$ cat src/rtl/nvreg_bank.sv
module nvreg_bank #(
  parameter int NREG = 4,
  parameter int DW = 6,
  parameter int STORE_CYCLES = 50000,
  parameter logic [NREG*DW-1:0] INIT_VALUE = '0
) (
  input  logic                    clk,
  input  logic                    rst_n,
  input  logic                    cs_n,
  input  logic                    frame_done,
  input  logic                    use_wiper,
  input  logic [$clog2(NREG)-1:0] wr_idx,
  input  logic [DW-1:0]           host_data,
  input  logic [DW-1:0]           wiper_val,
  input  logic                    wp_n,
  input  logic [$clog2(NREG)-1:0] rd_idx,
  output logic [DW-1:0]           rd_data,
  output logic [DW-1:0]           recall_val,
  output logic                    wip
);
  localparam int AW = $clog2(NREG);
  localparam int CW = $clog2(STORE_CYCLES + 1);

  logic [NREG-1:0][DW-1:0] regs;
  logic                    cs_n_q;
  logic [CW-1:0]           cnt;
  logic [AW-1:0]           tgt_idx;
  logic [DW-1:0]           tgt_data;
  logic                    release_edge, launch, expire;

  assign release_edge = !cs_n_q && cs_n;
  assign launch       = release_edge && frame_done && wp_n && !wip;
  assign expire       = wip && (cnt == '0);
  assign rd_data      = regs[rd_idx];
  assign recall_val   = regs[0];

  always_ff @(posedge clk or negedge rst_n) begin
    if (!rst_n) begin
      regs     <= INIT_VALUE;
      cs_n_q   <= 1'b1;
      wip      <= 1'b0;
      cnt      <= '0;
      tgt_idx  <= '0;
      tgt_data <= '0;
    end else begin
      cs_n_q <= cs_n;
      if (launch) begin
        wip      <= 1'b1;
        cnt      <= CW'(STORE_CYCLES - 1);
        tgt_idx  <= wr_idx;
        tgt_data <= use_wiper ? wiper_val : host_data;
      end else if (expire) begin
        regs[tgt_idx] <= tgt_data;
        wip           <= 1'b0;
      end else if (wip) begin
        cnt <= cnt - 1'b1;
      end
    end
  end

  AST_PROTECT_BLOCKS: assert property (@(posedge clk) disable iff (!rst_n)
    (release_edge && !wp_n && !wip) |=> !wip);
  AST_WIP_HOLDS: assert property (@(posedge clk) disable iff (!rst_n)
    (wip && cnt != '0) |=> wip);
  AST_OLD_DATA_BUSY: assert property (@(posedge clk) disable iff (!rst_n)
    (wip && cnt != '0) |=> $stable(regs));
  AST_IDLE_FROZEN: assert property (@(posedge clk) disable iff (!rst_n)
    (!wip && !launch) |=> $stable(regs));
  AST_BUSY_DROP: assert property (@(posedge clk) disable iff (!rst_n)
    (wip && cnt != '0 && release_edge && frame_done) |=> ($stable(tgt_idx) && $stable(tgt_data)));
endmodule

$ cat config.mk
export PLATFORM = sky130hd
export DESIGN_NAME = nvreg_bank
export DESIGN_NICKNAME = d
export VERILOG_FILES = /design/src/rtl/nvreg_bank.sv
export SDC_FILE = /design/constraint.sdc
export NUM_CORES = 1
export LEC_CHECK = 0
export CORE_ASPECT_RATIO = 0.5
export CORE_MARGIN = 4
export CORE_UTILIZATION = 54
export CTS_BUF_LIST = sky130_fd_sc_hd__clkbuf_16
export CTS_CLUSTER_DIAMETER = 200
export DETAILED_ROUTE_END_ITERATION = 7
export PLACE_DENSITY = 0.79
export SYNTH_ARGS = -nofsm -noshare
export SYNTH_HDL_FRONTEND = slang
export SYNTH_SLANG_ARGS = --single-unit
$ cat constraint.sdc
create_clock -name clk -period 2.8 [get_ports clk]
set_input_delay 0.56 -clock clk [delete_from_list [all_inputs] [get_ports clk]]
set_output_delay 0.56 -clock clk [all_outputs]
set_load 0.02 [all_outputs]
# Word-level counts from Yosys, hierarchy flattened
# Cells that the tools add are included.
# W data, S select, Z words.
# op_classes
add_sub_neg,1
order_cmp,3
n_eq_ne,1
mux,11
n_bitwise,1
n_reduce_logical,13
# ops
operator,count
$mux W16,3
$bwmux W24,1
$mux W6,3
$logic_not A16 Y1,1
$sub A16 B1 Y16 const B,1
$bmux W6 S2,1
$demux W6 S2,1
$logic_and A1 B1 Y1,6
$lt A2 B3 Y1 const B,2
$reduce_and A2 Y1,2
$reduce_bool A2 Y1,2
$ge A2 B1 Y1 const B,1
$logic_not A1 Y1,2
$mux W1,2
$ne A2 B2 Y1 const B,1
$not A1 Y1,1
# totals
reg_bits,50
out_inout_bits,13

# Logic depth before layout (Yosys ltp)
# logic_depth
ltp_word,7
mapped_depth,6
mapped_depth_nobuf,6

# Least setup slack after synthesis
# No wires, ideal clock.
# synth_timing
path_type,input to output
start,input rd_idx[0]
end,output rd_data[0]
arrival_time_ns,1.510
t_required_ns,2.240
setup_slack_ns,0.730
stages,2
n_path_buf,1
path_cell_list,clkbuf_1 > mux4_2
# synth_via
elab_chain_cells,2
# synth_rtl
element,line,text
start: declaration,16,"input logic [$clog2(NREG)-1:0] rd_idx,"
$bmux W6 S2,34,assign rd_data = regs[rd_idx];
$mux W6 (not written as such),34,
end: declaration,17,"output logic [DW-1:0] rd_data,"
# Every way passes these cells. The select of a mux whose other input is x is not followed.

# Final worst setup path
# layout_timing
start,input rd_idx[0]
end,output rd_data[4]
# The elaborated chain is that of the path after synthesis.

==> flow_metrics.tcl <==
set metrics [dict create \
    port_buffers 34 \
    cp_slowest_cell "clkdlybuf4s50_1" \
    die_w_um 104 \
    num_antenna_cells 0 \
    grt_pass1_vias 1817 \
    vias 1758 \
    post-cts-setup-buffers 0 \
    ys_async_sr_fraction_pct 100 \
    cp.required_ns 2.24 \
    drv_slew 0 \
    critPathArrivalTime_ns 2.05 \
    cp-start-kind "input pin" \
    ys_seq_elements 50 \
    yosysMostFrequentCell "dfrtp_1" \
    cts-root-buf "clkbuf_16" \
    synthesis.area_um2 2490 \
    cts_max_level 2 \
    yosysUniqueCellTypes 48 \
    nets 261 \
    hold_ws_ns 0.270 \
    ios 35 \
    path_cells "clkdlybuf4s50_1 > buf_4 > mux4_2 > dlygate4sd2_1" \
    viasPerCell 5.96 \
    max-slew-margin-rel_pct 60.2 \
    antenna_left 0 \
    grt_max_degree 29 \
    clkPwrFrac_pct 42.5 \
    seqPwrFrac_pct 50.1 \
    yosys.area.top_type "dfrtp_1" \
    power.leakage_nw 1.37 \
    dpl.hpwl_um 3550 \
    report.final.hold_viol_count 0 \
    critPathKind "in2out" \
    slowest_delay_ns 0.50 \
    post-route-min-period_ns 2.61 \
    overflow 0 \
    switching_share_pct 22.9 \
    drive_gt1_share_pct 20.6 \
    worstPathMaxFanout 4 \
    dpl_worst_slack_ns -0.0415 \
    ys.flop_type "dfrtp_1" \
    design_area_um2 3040 \
    finalWeightedCongestion 0.854 \
    cts_made_buffers 5 \
    ys_top_cells_by_area "dfrtp_1, mux2_2, mux4_2" \
    routed_wl_um 4940 \
    clkSlewWorstSetupHoldPaths_ns 0.07 \
    rrSetupSlack_ns 0.52 \
    antenna_found_initial 0 \
    synth_warnings 0 \
    fin_crit_sh_pct 93.3 \
    synthCells 201 \
    setup_tns_ns 0 \
    rsz0062_at_grt "no" \
    ys_seq_area_share_pct 50.2 \
    tritoncts "built" \
    synth_nets 225 \
    cts_hold_buf 0 \
    rows 17 \
    clk_path_buf_depth 2 \
    cp-end-kind "primary output" \
    avgSynthCellArea_um2 12.4 \
    clock.fmax_ghz 0.383 \
    pwr_density_cell_nw_per_um2 530 \
    setup-violations-final 0 \
    dieArea_um2 5830 \
    p_sw_mw 0.369 \
    tightest_slew_ns 0.597 \
    cts.sinks 50 \
    fin_worst_skew_ns 0.00716 \
    track_usage_pct 18.4 \
    wl_per_cell_um 16.8 \
    p_int_mw 1.24 \
    comb_power_share_pct 7.5 \
    status "completed" \
    start_util_pct 56.4 \
    synth_edf_count 0 \
    maxCapViolCount 0 \
    syn_to_final_growth_pct 21.8 \
    synth_top_area_share_pct 49.2 \
    setup_ws_ns 0.188 \
    drc 0 \
    first_pass_iters 4 \
    grt_pass1_wl_um 8640 \
    hp-class "in2async" \
    clock_latency_ns 0.29 \
    die_y_um 56.1 \
    peakVddDrop_mv 0.273 \
    core_um2 4420 \
    drt_iter0_drc 63 \
    postPlaceCellArea_um2 2880 \
    synthTopCellsByCount "dfrtp_1, nand2_1, mux2_2, mux2i_1, mux2_1" \
]
worst max-delay path: cells and delay by family:
kind	cells	cell delay, ns
buf+inv	3	1.00
mux	1	0.49
timing repair:
item / in CTS / in global routing
endpoints found under the hold margin: 0 / 0
resized for setup: 6 / 0
setup endpoints to repair: 6 / 0
path summary, 6_finish.rpt:
kind / startpoint / endpoint / cells past startpoint
max reg2reg: cnt[0]$_DFFE_PN0P_ / regs[11]$_DFFE_PN0P_ / 6
min reg2reg: regs[9]$_DFFE_PN0P_ / regs[9]$_DFFE_PN0P_ / 1
max: rd_idx[0] / rd_data[4] / 4
min in group clk: regs[9]$_DFFE_PN0P_ / regs[9]$_DFFE_PN0P_ / 1
max in group asynchronous: rst_n / regs[14]$_DFFE_PN0P_ / 2
min: rst_n / wip$_DFFE_PN0P_ / 1
state kept, by name (all words and copies together) (netlist names):
register and count:
cnt 16, regs 18, tgt_idx 2, tgt_data 6
wip 1, recall_val 6, cs_n_q 1
metrics by stage:
step | power (mW) | utilization [%] | std cells
6_report | 1.61 | 68.6 | 295
5_1_grt | 1.68 | 68.6 | 295
4_1_cts | 1.62 | 68.6 | 295
3_5_place_dp | 0.939 | 65.0 | 287
3_3_place_gp | 0.932 | 65.0 | 287
2_1_floorplan | 0.869 | - | 201
cells by family (layout without fill, tap and decap cells):
group	Yosys count	after routing	share of synthesized area (%)
and+or+nand+nor	69	69	18.0
DFF	50	50	50.2
muxes	43	43	21.5
AOI/OAI and AO/OA	22	22	5.82
buffers and inverters	15	52	3.51
adders and majority gates	2	2	1.00
per-layer routing:
layer | track usage (%) | part of all wire [%] | wire length, µm | up-vias
met5 | 0 | 0 | 0 | -
met2 | 32.5 | 52 | 2570 | 43
met1 | 21.7 | 43 | 2110 | 886
met3 | 4.06 | 3.1 | 155 | 12
li1 | - | - | - | 817
met4 | 8.33 | 2.1 | 103 | 0
area by class of cell:
cell class,count,area (µm²)
fillers,327,1390
flip-flops and latches,50,1250
multi-input cells,136,1150
repair buffers,41,380
clock buffers,5,125
well taps,57,71.3
clock inverters,3,42.5
inverters,3,11.3
placed cells by master, fill, tap and decap left out, types with 3 or more instances in the layout:
cell / n
inv_1: 3
nor3b_1: 3
mux2i_1: 13
nand4_1: 4
dlygate4sd2_1: 6
mux4_2: 6
mux2_2: 15
or3_1: 3
or4_1: 3
clkbuf_16: 5
clkdlybuf4s50_1: 27
nor2_1: 7
nand2_1: 17
o31ai_1: 4
o21ai_0: 7
buf_4: 7
mux2_1: 9
dfrtp_1: 49
nand3_1: 7
nor3_1: 3
a21oi_1: 3
nor4_1: 4
power groups by stage:
stage	Sequential (mW)	Combinational, mW	Clock [mW]
final	0.806	0.120	0.683
after global routing	0.813	0.135	0.727
after CTS	0.804	0.122	0.694
after detailed placement	0.818	0.121	0
after global placement	0.816	0.116	0
after floorplan	0.807	0.0626	0
No activity file was read; power rests on OpenSTA's default activity.
